`src/rtl/descram_pkg.sv`:
```
package descram_pkg;
  localparam int unsigned LFSR_W = 11;
  localparam int unsigned TAP_HI = 11;
  localparam int unsigned TAP_LO = 9;

  typedef enum logic {
    ST_HUNT = 1'b0,
    ST_LOCK = 1'b1
  } lock_st_e;
endpackage

```
`src/rtl/descram_lfsr.sv`:
```
module descram_lfsr #(
  parameter int unsigned W      = 11,
  parameter int unsigned TAP_HI = 11,
  parameter int unsigned TAP_LO = 9
) (
  input  logic clk_i,
  input  logic rst_ni,
  input  logic load_rx_i,
  input  logic rx_bit_i,
  output logic key_o
);
  logic [W-1:0] hist_q;

  // bit i holds the keystream value from i+1 bits back
  assign key_o = hist_q[TAP_HI-1] ^ hist_q[TAP_LO-1];

  always_ff @(posedge clk_i or negedge rst_ni) begin
    if (!rst_ni) hist_q <= '0;
    else         hist_q <= {hist_q[W-2:0], load_rx_i ? ~rx_bit_i : key_o};
  end
endmodule

```
`src/rtl/descram_acq.sv`:
```
module descram_acq #(
  parameter int unsigned RUN  = 40,
  parameter int unsigned SEED = 11,
  localparam int unsigned RW  = $clog2(RUN)
) (
  input  logic          clk_i,
  input  logic          rst_ni,
  input  logic          hunt_i,
  input  logic          match_i,
  output logic          lock_hit_o,
  output logic [RW-1:0] run_o
);
  localparam logic [RW-1:0] SEED_V = RW'(SEED);
  localparam logic [RW-1:0] LAST_V = RW'(RUN - 1);

  logic [RW-1:0] run_q;
  logic          seeded;

  initial begin
    if (RUN <= SEED) $error("acquisition run must exceed seed length");
  end

  assign seeded     = (run_q >= SEED_V);
  assign lock_hit_o = hunt_i && seeded && match_i && (run_q == LAST_V);
  assign run_o      = run_q;

  always_ff @(posedge clk_i or negedge rst_ni) begin
    if (!rst_ni)                  run_q <= '0;
    else if (!hunt_i)             run_q <= '0;
    else if (lock_hit_o)          run_q <= '0;
    else if (!seeded || match_i)  run_q <= run_q + 1'b1;
    else                          run_q <= '0;
  end
endmodule

```
`src/rtl/descram_hold.sv`:
```
module descram_hold #(
  parameter int unsigned HOLD_CYC  = 90250,
  parameter int unsigned IDLE_BITS = 10,
  parameter int unsigned IDLE_NEED = 1,
  localparam int unsigned CW = $clog2(HOLD_CYC + 1)
) (
  input  logic          clk_i,
  input  logic          rst_ni,
  input  logic          start_i,
  input  logic          active_i,
  input  logic          plain_i,
  output logic          restart_o,
  output logic          expire_o,
  output logic [CW-1:0] cnt_o
);
  localparam int unsigned OW = $clog2(IDLE_BITS + 1);
  localparam logic [CW-1:0] FULL_V    = CW'(HOLD_CYC);
  localparam logic [CW-1:0] ONE_V     = CW'(1);
  localparam logic [OW-1:0] ONES_LAST = OW'(IDLE_BITS - 1);

  logic [OW-1:0] ones_q;
  logic [CW-1:0] cnt_q;
  logic          idle_hit;

  assign idle_hit = active_i && plain_i && (ones_q == ONES_LAST);
  assign expire_o = active_i && !restart_o && (cnt_q == ONE_V);
  assign cnt_o    = cnt_q;

  always_ff @(posedge clk_i or negedge rst_ni) begin
    if (!rst_ni)                    ones_q <= '0;
    else if (!active_i || !plain_i) ones_q <= '0;
    else if (idle_hit)              ones_q <= '0;
    else                            ones_q <= ones_q + 1'b1;
  end

  generate
    if (IDLE_NEED == 1) begin : g_single
      assign restart_o = idle_hit;
    end else begin : g_multi
      localparam int unsigned NW = $clog2(IDLE_NEED + 1);
      localparam logic [NW-1:0] OBS_LAST = NW'(IDLE_NEED - 1);
      logic [NW-1:0] obs_q;

      assign restart_o = idle_hit && (obs_q == OBS_LAST);

      always_ff @(posedge clk_i or negedge rst_ni) begin
        if (!rst_ni)        obs_q <= '0;
        else if (!active_i) obs_q <= '0;
        else if (restart_o) obs_q <= '0;
        else if (idle_hit)  obs_q <= obs_q + 1'b1;
      end
    end
  endgenerate

  always_ff @(posedge clk_i or negedge rst_ni) begin
    if (!rst_ni)        cnt_q <= '0;
    else if (!active_i) cnt_q <= start_i ? FULL_V : '0;
    else if (restart_o) cnt_q <= FULL_V;
    else                cnt_q <= cnt_q - ONE_V;
  end
endmodule

```
`src/rtl/descram_lock.sv`:
```
module descram_lock #(
  parameter int unsigned ACQ_RUN   = 40,
  parameter int unsigned HOLD_CYC  = 90250,
  parameter int unsigned IDLE_BITS = 10,
  parameter int unsigned IDLE_NEED = 1
) (
  input  logic clk_i,
  input  logic rst_ni,
  input  logic rx_bit_i,
  output logic data_o,
  output logic valid_o,
  output logic locked_o
);
  import descram_pkg::*;

  localparam int unsigned RW = $clog2(ACQ_RUN);
  localparam int unsigned CW = $clog2(HOLD_CYC + 1);

  lock_st_e      st_q;
  logic          hunt;
  logic          key;
  logic          plain;
  logic          lock_hit;
  logic          restart;
  logic          expire;
  logic [RW-1:0] run_cnt;
  logic [CW-1:0] hold_cnt;
  logic          data_q;
  logic          valid_q;

  assign hunt  = (st_q == ST_HUNT);
  assign plain = rx_bit_i ^ key;

  descram_lfsr #(
    .W      (LFSR_W),
    .TAP_HI (TAP_HI),
    .TAP_LO (TAP_LO)
  ) u_lfsr (
    .clk_i     (clk_i),
    .rst_ni    (rst_ni),
    .load_rx_i (hunt),
    .rx_bit_i  (rx_bit_i),
    .key_o     (key)
  );

  // idle assumption: plain bit 1 means received bit is the inverted key
  descram_acq #(
    .RUN  (ACQ_RUN),
    .SEED (LFSR_W)
  ) u_acq (
    .clk_i      (clk_i),
    .rst_ni     (rst_ni),
    .hunt_i     (hunt),
    .match_i    (plain),
    .lock_hit_o (lock_hit),
    .run_o      (run_cnt)
  );

  descram_hold #(
    .HOLD_CYC  (HOLD_CYC),
    .IDLE_BITS (IDLE_BITS),
    .IDLE_NEED (IDLE_NEED)
  ) u_hold (
    .clk_i     (clk_i),
    .rst_ni    (rst_ni),
    .start_i   (lock_hit),
    .active_i  (!hunt),
    .plain_i   (plain),
    .restart_o (restart),
    .expire_o  (expire),
    .cnt_o     (hold_cnt)
  );

  always_ff @(posedge clk_i or negedge rst_ni) begin
    if (!rst_ni) begin
      st_q    <= ST_HUNT;
      data_q  <= 1'b0;
      valid_q <= 1'b0;
    end else begin
      data_q  <= !hunt && plain;
      valid_q <= !hunt;
      case (st_q)
        ST_HUNT: if (lock_hit) st_q <= ST_LOCK;
        ST_LOCK: if (expire)   st_q <= ST_HUNT;
        default:               st_q <= ST_HUNT;
      endcase
    end
  end

  assign data_o   = data_q;
  assign valid_o  = valid_q;
  assign locked_o = (st_q == ST_LOCK);
endmodule

```
`config.mk`:
```
export PLATFORM = sky130hd
export DESIGN_NAME = descram_lock
export DESIGN_NICKNAME = d
export VERILOG_FILES = /design/src/rtl/descram_pkg.sv /design/src/rtl/descram_lfsr.sv /design/src/rtl/descram_acq.sv /design/src/rtl/descram_hold.sv /design/src/rtl/descram_lock.sv
export SDC_FILE = /design/constraint.sdc
export NUM_CORES = 1
export LEC_CHECK = 0
export ABC_AREA = 1
export BUFFER_PORTS_ARGS = -buffer_cell sky130_fd_sc_hd__buf_2
export CAP_MARGIN = 20
export CORE_MARGIN = 5
export CORE_UTILIZATION = 30
export CTS_CLUSTER_SIZE = 16
export DETAILED_ROUTE_END_ITERATION = 16
export PLACE_DENSITY = 0.58
export SYNTH_ARGS = -nofsm -noshare
export SYNTH_HDL_FRONTEND = slang
export SYNTH_SLANG_ARGS = --single-unit
```
`constraint.sdc`:
```
create_clock -name clk_i -period 1.2 [get_ports clk_i]
set_input_delay 0.12 -clock clk_i [delete_from_list [all_inputs] [get_ports clk_i]]
set_output_delay 0.12 -clock clk_i [all_outputs]
set_load 0.02 [all_outputs]
```
### Yosys cells after proc, flatten, opt, wreduce, memory -nomap -nowiden

Index checks and enable logic that the tools add are counted.

* muxes and demuxes: 12
* eq/ne operators: 3
* magnitude comparators: 1
* bitwise operators: 4
* add/subtract/negate cells: 3
* reduce and logical (&&, ||, !) cells: 13

Operators with widths (number)
* 17-bit two-way mux: 3
* 6-bit two-way mux: 3
* 17-bit by 1-bit equality test with 1-bit output, second input constant: 1
* 17-bit by 1-bit subtractor with 17-bit output, second input constant: 1
* 4-bit two-way mux: 2
* 1-bit logical AND: 7
* 6-bit by 1-bit adder with 6-bit output, second input constant: 1
* 6-bit equality test, second input constant: 1
* 6-bit by 4-bit >= comparator with 1-bit output, second input constant: 1
* 4-bit by 1-bit adder with 4-bit output, second input constant: 1
* 4-bit equality test, second input constant: 1
* 1-bit zero test: 4
* 1-bit two-way mux: 3
* 1-bit logical OR: 2
* 1-bit NOT: 2
* 1-bit one-hot mux with 2 select lines: 1
* 1-bit XOR: 2

* bits of input ports: 3
* register bits after elaboration: 41
* output and inout bits: 3
* word-level logic and storage cells: 43

### Longest topological paths before layout

Gate-level depths: netlist (run 1).

* depth after elaboration: 9
* depth in mapped cells: 9
* depth with buffers taken out: 9

### Hierarchy

Synthesis (run 1) repeated with hierarchy kept, for this count alone.

* cells, all modules: 229
* area total of the unflattened synthesis: 1954.4 µm²

Modules (own cells, without submodules)
* descram_hold: cells an instance 154, seq. area each 525.5 µm², area each 1162.4 µm², times used 1
* descram_acq: cells an instance 42, seq. area each 150.1 µm², area each 357.8 µm², times used 1
* descram_lfsr: cells an instance 20, seq. area each 275.3 µm², area each 315.3 µm², times used 1
* descram_lock: cells an instance 13, seq. area each 75.1 µm², area each 118.9 µm², times used 1

### Worst setup path before layout (run 1)

No wires, ideal clock.

* path kind: register to register
* from: register u_hold.cnt_q[0], in the netlist u_hold.cnt_o[0]
* to: register u_hold.cnt_q[14], in the netlist u_hold.cnt_o[14]
* data required time: 1.079 ns
* setup time: 0.121 ns
* clock period less this slack: 1.317 ns
* data arrival time: 1.196 ns
* stages on the path, launching flop included: 10
* setup slack: -0.117 ns
* path buffers: 0
* cells stage by stage: dfrtp_1 -> inv_1 -> ha_1 -> nand3_2 -> nor2_2 -> nand2_1 -> nand2_1 -> nand2_1 -> nor2_1 -> nor2_1

* cells in the longest elaborated chain, start to end: 3

RTL lines
* from (decl): RTL line descram_hold.sv:22 `logic [CW-1:0] cnt_q;`
* from (signal assigned): RTL line descram_hold.sv:57 `else if (!active_i) cnt_q <= start_i ? FULL_V : '0;`
* from (signal assigned): RTL line descram_hold.sv:59 `else cnt_q <= cnt_q - ONE_V;`
* 17-bit by 1-bit subtractor with 17-bit output: RTL line descram_hold.sv:59
* 17-bit two-way mux: RTL line descram_hold.sv:58 `else if (restart_o) cnt_q <= FULL_V;`
* 17-bit two-way mux: RTL line descram_hold.sv:57

Every way passes these cells.

### Worst setup path in the final report (run 1)

* from: register u_hold.cnt_q[1], in the netlist u_hold.cnt_o[1]
* to: register u_hold.cnt_q[12], in the netlist u_hold.cnt_o[12]

Same word-level chain as after synthesis.

==> qor.txt, run 1 <==
Status: finished, violations left
Failing checks: setup timing
Routed Antenna Nets: 0
Register share of total power: 44.2%
Row cnt: 29
Die Ht: 90.5 µm
Share of cells above drive strength 1: 43.2%
Place WS: -0.0980 ns
Worst r2r src: u_hold.cnt_o[1]
Final nets: 266
Via count: 1445
DR WL/cell: 11.2 µm
DIE AREA: 8190 µm²
Worst EP arrival: 1.51 ns
Area grow syn2layout: 37.1%
Slew margin rel.: 85.1%
Cell taking the most area after synthesis: dfrtp_1
Number of enable flip-flop cells after synthesis: 0
Mapped cell area: 1940 µm²
Design Area, Final: 2660 µm²
Vias in the first global route: 1531
DP Area: 2330 µm²
Max Cap Violations: 0
Fin. Hold Viols: 0
Boundary Pins: 6
Most common cell in the netlist: dfrtp_1
Total power: 3.74 mW
Clk_lat worst skew: 0.30 ns
Post-Synth XOR/XNOR Area: 6.76%
Post-Synthesis Net Count: 219
Maximum clock rate: 0.760 GHz
Post-detail-place hpwl: 2.54 mm
CTS Root Cell: clkbuf_8
Worst Setup SP: u_hold.cnt_o[1]
Diode count: 0
Total gr overflow: 0
CTS max path bufs: 2
Int Power: 2.70 mW
Synth area leaders: dfrtp_1 (53%), nor2_1 (7.5%), nand2_1 (6.8%)
YS warnings: 0
Final period util: 110%
Fin util: 42.2%
LEAKAGE: 1.18 nW
Post-synth ARST share: 100%
Setup CP Type: reg2reg
CTS H-tree depth: 2
NetSw: 1.04 mW
Combinational power share: 19.6%
I/O Buffers: 5
Num CTS Buffers: 5
Reg2reg setup slack: -0.12 ns
Clock transition at the registers of the reported paths: 0.08 ns
Yosys reg bits: 41
Final setup viols: 24
Post-synthesis simple-gate area fraction: 29.0%
Worst VDD drop: 0.000935 V
Mux contribution to synthesized area: 0%
Worst slew pin tran: 0.222 ns
Hold path start: rx_bit_i
Floorplan core area: 6310 µm²
TritonCTS clock tree: yes
Worst setup SP type: flop
Die W: 90.5 µm
Unrepaired setup endpoints after global routing: yes
Compound-Gate Fraction of Synth Area: 2.00%
Most common flop cell mapped by yosys: dfrtp_1
Largest net degree at the start of global routing: 42
CTS sink cnt: 41
Antenna violations before repair: 0
Final worst setup slack: -0.115 ns
Crit path required time: 1.39 ns
Mean post-synth cell area: 9.21 µm²
Placed Instances: 322
PwrDens: 1410 nW/µm²
Area share of fa/ha/maj cells after synthesis: 3.22%
First-pass GRT wire length: 6.76 mm
Synth top cells by count: dfrtp_1 (41), nor2_1 (39), nand2_1 (35)
Clk pwr share: 36.2%
Post-route DRC: 0
Initial detailed-routing violation count: 80
Vias/cell: 4.30
Min-Delay Path Class: in2reg
Sequential-to-total area share from yosys stat: 52.8%
Clk_skew: 0.00589 ns
Slew Limit Fails: 0
Largest fanout on the critical path: 4
Final Non-Filler Cells: 336
Crit path capture type: flop
1st-pass router iterations: 4
Gp weighted congestion: 0.812
Total routed wirelength: 3.77 mm
Largest family of logic cells by synthesized area: simple AND/OR/NAND/NOR gates
Sw frac: 27.8%
Initial Utilization: 30.8%
Post-synth top area share: 52.8%
Post-synth cell types: 24
Syn Inst Count: 211
Tot GR Track Use: 10.1%
Minimum clock period: 1.32 ns
## registers in the layout (all words and copies together) (netlist names)
signal	count
u_lfsr.hist_q	11
valid_o	1
data_o	1
u_hold.ones_q	4
locked_o	1
u_hold.cnt_o	17
u_acq.run_o	6
## routing by layer
layer	track usage [%]	vias up	share of wire [%]
met2	17.1	11	50
met1	12.5	692	46
met4	3.35	0	1.1
met3	2.75	5	2.5
li1	-	737	-
met5	0	-	0
## path summary, 6_finish.rpt
check / cells past startpoint / to
max in group asynchronous: 3 / locked_o
min reg2reg: 0 / u_lfsr.hist_q[5]
max: 7 / u_hold.cnt_o[12]
max reg2reg: 7 / u_hold.cnt_o[12]
min: 2 / u_lfsr.hist_q[0]
min in group asynchronous: 3 / u_acq.run_o[3]
## through the flow
step | hold slack, ns | setup TNS [ns]
floorplan | -0.176 | -0.141
global placement | 0.107 | -0.981
detailed placement | 0.106 | -1.87
CTS | 0.0754 | -1.91
global route | 0.0901 | -5.01
finish | 0.0749 | -1.83
## final cells by class
class / instances / area [µm²]
Timing Repair Buffer: 42 / 322
Clock buffer: 5 / 68.8
Fill cell: 621 / 3650
Inverter: 26 / 100
Clock inverter: 3 / 68.8
Sequential cell: 41 / 1030
Multi-Input combinational cell: 142 / 981
Tap cell: 77 / 96.3
## cells by family after synthesis
kind of cell / Yosys count
simple gates: 115
flops: 41
xor+xnor: 15
fa+ha+maj: 5
compound gates: 7
buf+inv: 28
## worst max-delay path: stages, from the launching register on
cell     delay (ns)
dfrtp_1        0.38
inv_2          0.09
ha_4           0.15
nand3_4        0.09
nor2_4         0.15
nand2_1        0.10
xor2_2         0.19
nor2_4         0.05
## layout by cell type, fill, tap and decap left out, types with 4 or more instances in the layout
cell type and instances:
dfrtp_1 40, xnor2_1 5, xor2_1 6, nor2_1 26, nand3_1 9, nand2_2 8, xor2_2 4, nand2_1 29
buf_4 34, nand3_2 5, buf_2 5, inv_2 5, clkbuf_8 5, nor2_4 13, inv_1 20, nor2_2 15
## power by group through the flow
stage | sequential, mW | clock [mW] | combinational (mW)
floorplan | 1.65 | 0 | 0.356
global placement | 1.66 | 0 | 0.625
detailed placement | 1.66 | 0 | 0.640
CTS | 1.64 | 1.38 | 0.686
global route | 1.67 | 1.45 | 0.812
finish | 1.65 | 1.36 | 0.734
## what timing repair did
item	4_1_cts	5_1_grt
endpoints found under the hold margin	41	0
buffers inserted	1	4
setup endpoints to repair	28	28
gates resized for setup	18	20
pin swaps	5	8
hold buffers	1	0
No activity file was read; power rests on OpenSTA's default activity.
==> inputs of run 2 (changes only) <==
--- a/config.mk
+++ b/config.mk
@@ -7,11 +7,12 @@
 export LEC_CHECK = 0
 export ABC_AREA = 1
 export BUFFER_PORTS_ARGS = -buffer_cell sky130_fd_sc_hd__buf_2
-export CAP_MARGIN = 20
+export CAP_MARGIN = 10
 export CORE_MARGIN = 5
 export CORE_UTILIZATION = 30
 export CTS_CLUSTER_SIZE = 16
 export DETAILED_ROUTE_END_ITERATION = 16
+export MAX_ROUTING_LAYER = met4
 export PLACE_DENSITY = 0.58
 export SYNTH_ARGS = -nofsm -noshare
 export SYNTH_HDL_FRONTEND = slang
==> qor.txt, run 2 (synthesis gave the netlist of run 1 again) <==
Status: finished, violations left
Failing checks: setup timing
FF-to-FF path depth: 7 (unchanged)
Combinational power share: 19.6% (about the same)
Post-route DRC: 0 (unchanged)
PwrDens: 1410 nW/µm² (about the same)
Boundary Pins: 6 (unchanged)
Die W: 90.5 µm (unchanged)
Slew Limit Fails: 0 (unchanged)
Sw frac: 27.8% (+0.050 points)
DR WL/cell: 11.2 µm (+0.13%)
Share of cells above drive strength 1: 43.2% (unchanged)
Die Ht: 90.5 µm (unchanged)
Unrepaired setup endpoints after global routing: yes
Gp weighted congestion: 0.824 (+1.5%)
Worst slew pin tran: 0.222 ns (-0.000000119 ns)
Fin. Hold Viols: 0 (unchanged)
Top Usage Layer GRT: met2
Slew margin rel.: 85.1% (unchanged)
Total gr overflow: 0 (unchanged)
Initial detailed-routing violation count: 86 (+7.5%)
Slowest cell on crit path: dfrtp_1
Worst VDD drop: 0.000941 V (+0.65%)
Number of buffers and inverters on the critical path: 1 (unchanged)
Met2 GRT Util: 16.9% (-0.12 points)
Total routed wirelength: 3.78 mm (+0.13%)
Min Hold Slack: 0.0740 ns (-0.000895 ns)
Largest fanout on the critical path: 4 (unchanged)
CTS sink cnt: 41 (unchanged)
LEAKAGE: 1.18 nW (unchanged)
Clk pwr share: 36.3% (about the same)
Clk_skew: 0.00453 ns (-0.00136 ns)
Levels on crit path: 7 (unchanged)
First-pass GRT wire length: 6.76 mm (unchanged)
Final nets: 266 (unchanged)
Met3 Usage GRT: 2.75% (unchanged)
Crit path cell chain: inv_2 -> ha_4 -> nand3_4 -> nor2_4 -> nand2_1 -> xor2_2 -> nor2_4
DIE AREA: 8190 µm² (unchanged)
Worst setup SP type: flop
Crit path required time: 1.39 ns (about the same)
Largest net degree at the start of global routing: 42 (unchanged)
Setup TNS: -1.82 ns (+0.00899 ns)
Setup CP Type: reg2reg
GRT met1 Usage: 12.7% (+0.21 points)
TritonCTS clock tree: yes
Clk_lat worst skew: 0.30 ns (about the same)
Row cnt: 29 (unchanged)
Delay-heaviest family, CP: simple AND/OR/NAND/NOR gates
Worst Setup SP: u_hold.cnt_o[1]
Num CTS Buffers: 5 (unchanged)
Worst r2r dst: u_hold.cnt_o[12]
Final worst setup slack: -0.115 ns (+0.0000950 ns)
Critical path's largest stage delay: 0.38 ns (about the same)
Clock transition at the registers of the reported paths: 0.08 ns (about the same)
Most frequent cells in the layout: dfrtp_1 (40), buf_4 (34), nand2_1 (29)
1st-pass router iterations: 4 (unchanged)
Worst r2r src: u_hold.cnt_o[1]
Crit path capture type: flop
Maximum clock rate: 0.760 GHz (about the same)
Area grow syn2layout: 37.1% (unchanged)
NetSw: 1.04 mW (+0.25%)
Final setup viols: 24 (unchanged)
Leading cell type in the layout, fill and taps excluded: dfrtp_1
CTS Root Cell: clkbuf_8
Post-detail-place hpwl: 2.54 mm (unchanged)
Via count: 1438 (-0.48%)
Hold depth: 2 (unchanged)
Antenna violations before repair: 0 (unchanged)
Int Power: 2.70 mW (about the same)
Setup crit end: u_hold.cnt_o[12]
Vias in the first global route: 1526 (-0.33%)
Initial Utilization: 30.8% (unchanged)
Diode count: 0 (unchanged)
Vias/cell: 4.28 (-0.48%)
Reg2reg setup slack: -0.12 ns (about the same)
Max FFs per register: 17 (unchanged)
CTS max path bufs: 2 (unchanged)
Crit-path most repeated cell: nor2_4
Register share of total power: 44.2% (about the same)
Floorplan core area: 6310 µm² (unchanged)
Max Cap Violations: 0 (unchanged)
CTS H-tree depth: 2 (unchanged)
Filler instances: 621 (unchanged)
Worst EP arrival: 1.51 ns (about the same)
Final period util: 110% (about the same)
Minimum clock period: 1.32 ns (-0.0000950 ns)
I/O Buffers: 5 (unchanged)
Routed Antenna Nets: 0 (unchanged)
Min-Delay Path Class: in2reg
Tot GR Track Use: 10.5% (+0.32 points)
run 2: cell counts in the layout (fill, tap and decap cells not counted):
No cell type changed its count.
run 2: worst min-delay path by stage:
stage	startpoint	to	slack (ns)
floorplan	rst_ni	data_o	-0.18
global placement	rst_ni	u_acq.run_o[3]	0.11
detailed placement	rst_ni	u_acq.run_o[5]	0.11
CTS	rx_bit_i	u_lfsr.hist_q[0]	0.08
global route	rx_bit_i	u_lfsr.hist_q[0]	0.09
finish	rx_bit_i	u_lfsr.hist_q[0]	0.07
run 2: power groups by stage:
stage                     sequential, mW  combinational, mW  clock, mW
after CTS                           1.64              0.686       1.38
after global routing                1.67              0.812       1.46
after global placement              1.66              0.625          0
after detailed placement            1.66              0.640          0
after floorplan                     1.65              0.356          0
final                               1.65              0.734       1.36
run 2: per-layer routing:
metal	routed length [µm]	share of wire (%)	up-vias
li1	-	-	738
met1	1760	47	684
met2	1880	50	11
met3	94	2.5	5
met4	44	1.2	0
met5	0	0	-
run 2: area by class of cell:
cell class                      count  area (µm²)  area share, %
Clock buffer                        5        68.8           2.58
Clock inverter                      3        68.8           2.58
Inverter                           26         100           3.76
Multi-Input combinational cell    142         981           36.8
Sequential cell                    41        1030           38.6
Tap cell                           77        96.3           3.62
Timing Repair Buffer               42         322           12.1
run 2: timing repair:
action,CTS,global route
resized for setup,18,20
pin swaps,5,8
setup buffers,1,4
endpoints found under the setup margin,28,28
hold endpoints to repair,41,0
hold buffers,1,0
run 2: through the flow:
step	total power, mW	util, %	std cells	cell area [µm²]	worst slack (ns)
finish	3.75	42.2	336	2660	-0.115
global route	3.94	42.2	336	2660	-0.242
CTS	3.71	40.3	332	2540	-0.0948
detailed placement	2.30	36.9	322	2330	-0.0980
global placement	2.28	36.9	322	2330	-0.0728
floorplan	2.01	-	211	1990	-0.0144
==> inputs of run 3 (changes only) <==
--- a/config.mk
+++ b/config.mk
@@ -8,6 +8,7 @@
 export ABC_AREA = 1
 export BUFFER_PORTS_ARGS = -buffer_cell sky130_fd_sc_hd__buf_2
 export CAP_MARGIN = 10
+export CORE_ASPECT_RATIO = 0.8
 export CORE_MARGIN = 5
 export CORE_UTILIZATION = 30
 export CTS_CLUSTER_SIZE = 16
==> qor.txt, run 3 (synthesis gave the netlist of run 1 again) <==
Filler instances: 618 (-0.48%)
Final worst setup slack: -0.114 ns (+0.000746 ns)
Total gr overflow: 0 (unchanged)
WHS Endpoint: u_lfsr.hist_q[0]
Diode count: 0 (unchanged)
Most frequent cells in the layout: dfrtp_1 (40), buf_4 (34), nor2_1 (33)
Area grow syn2layout: 33.3%
Setup CP Type: reg2reg
CTS max path bufs: 2 (unchanged)
Fin util: 40.8% (-1.4 points)
PwrDens: 1330 nW/µm² (-5.3%)
DIE AREA: 8200 µm² (+0.12%)
Worst slew pin tran: 0.290 ns (+0.0688 ns)
Die W: 100 µm (+10%)
Worst EP arrival: 1.50 ns (about the same)
Maximum clock rate: 0.761 GHz (about the same)
Row cnt: 26 (-10%)
Hold path start: rx_bit_i
Routed Antenna Nets: 0 (unchanged)
Initial detailed-routing violation count: 52 (-40%)
Num CTS Buffers: 5 (unchanged)
Final setup viols: 24 (unchanged)
CTS Root Cell: clkbuf_8
Reg2reg setup slack: -0.11 ns (about the same)
Critical path's largest stage delay: 0.41 ns (+0.03 ns)
Clk_lat worst skew: 0.30 ns (about the same)
Slowest cell on crit path: dfrtp_1
Gp weighted congestion: 0.805 (-2.4%)
1st-pass router iterations: 4 (unchanged)
CTS sink cnt: 41 (unchanged)
Multi-input gate area: 935 µm² (-4.7%)
Crit path required time: 1.38 ns (about the same)
Crit-path most repeated cell: nand2_1
Worst Setup SP: u_hold.cnt_o[0]
CTS H-tree depth: 2 (unchanged)
Worst r2r src: u_hold.cnt_o[0]
Post-route DRC: 0 (unchanged)
Worst setup SP type: flop
Share of cells above drive strength 1: 40.7% (-2.5 points)
Post-detail-place hpwl: 2.62 mm (+2.9%)
Worst r2r dst: u_hold.cnt_o[14]
Initial Utilization: 30.6% (-0.15 points)
Clock transition at the registers of the reported paths: 0.09 ns (about the same)
Antenna violations before repair: 0 (unchanged)
Unrepaired setup endpoints after global routing: yes
Worst VDD drop: 0.000516 V (-45%)
Leading cell type in the layout, fill and taps excluded: dfrtp_1
Final nets: 265 (-0.38%)
Floorplan core area: 6340 µm² (+0.48%)
Via count: 1400 (-2.6%)
Min-Delay Path Class: in2reg
Max FFs per register: 17 (unchanged)
Total routed wirelength: 3.63 mm (-4.0%)
TritonCTS clock tree: yes
Hold depth: 2 (unchanged)
Tot GR Track Use: 10.2% (-0.24 points)
Fin. Hold Viols: 0 (unchanged)
Setup TNS: -1.02 ns (+0.797 ns)
Crit path cell chain: inv_2 -> ha_4 -> nand3_4 -> nor2_4 -> nand2_1 -> nand2_1 -> nand2_1 -> nor2_1 -> nor2_1
Vias in the first global route: 1368 (-10%)
Vias/cell: 4.09 (-4.4%)
DR WL/cell: 10.6 µm (-5.7%)
First-pass GRT wire length: 6.24 mm (-7.7%)
Failing checks: setup timing
Largest net degree at the start of global routing: 23 (-45%)
Max Cap Violations: 0 (unchanged)
Crit path capture type: flop
Boundary Pins: 6 (unchanged)
Slew margin rel.: 80.6% (-4.5 points)
Reg area: 1030 µm² (unchanged)
FF-to-FF path depth: 9 (+2)
LEAKAGE: 1.14 nW (-3.1%)
Slew Limit Fails: 0 (unchanged)
Minimum clock period: 1.31 ns (-0.000746 ns)
Status: finished, violations left
Final period util: 110% (about the same)
Clk_skew: 0.00778 ns (+0.00325 ns)
Largest fanout on the critical path: 3 (-1)
Die Ht: 82.0 µm (-9.4%)
I/O Buffers: 5 (unchanged)
## run 3: worst max path at each step
stage,to,cells past startpoint
2_1_floorplan,u_hold.cnt_o[10],8
4_1_cts,u_hold.cnt_o[14],9
5_1_grt,u_hold.cnt_o[14],9
3_5_place_dp,u_hold.cnt_o[14],9
3_3_place_gp,u_hold.cnt_o[14],9
6_report,u_hold.cnt_o[14],9
## run 3: power by group
group | total [mW] | switching [mW] | leakage, nW | internal (mW)
sequential | 1.64 | 0.127 | 0.489 | 1.51
combinational | 0.676 | 0.350 | 0.596 | 0.326
clock | 1.14 | 0.513 | 0.0543 | 0.623
total | 3.45 | 0.991 | 1.14 | 2.46
## run 3: layout make-up
cell class | instances | share of cell area [%]
Clock inverter | 3 | 1.79
Sequential cell | 41 | 39.7
Inverter | 26 | 3.77
Timing Repair Buffer | 41 | 12.0
Tap cell | 84 | 4.06
Clock buffer | 5 | 2.66
Multi-Input combinational cell | 142 | 36.1
## run 3: stage by stage
step,std cells,hold WS [ns],setup WS [ns],power [mW],instance area [µm²]
final,342,0.0840,-0.114,3.45,2590
after global routing,342,0.0842,-0.235,3.65,2590
after CTS,339,0.0645,-0.122,3.44,2500
after detailed placement,328,0.107,-0.113,2.28,2330
after global placement,328,0.103,-0.123,2.27,2330
after floorplan,211,-0.176,-0.0144,2.01,1990
## run 3: repair_timing
item | in CTS | in global routing
endpoints found under the setup margin | 29 | 29
setup buffers | 2 | 3
gates resized for setup | 7 | 20
hold endpoints to repair | 41 | 0
pin swaps | 4 | 13
hold buffers | 1 | 0
## run 3: worst max-delay path, delay by kind of cell (launching register included)
kind	cells	cell delay [ns]
buffers and inverters	1	0.09
and+or+nand+nor	7	0.56
adders and majority gates	1	0.14
DFF	1	0.41
## run 3: per-layer routing
metal,track usage (%),wire length (µm)
met1,13.7,1960
met2,14.1,1490
met3,3.31,117
met4,4.44,55
met5,-,0
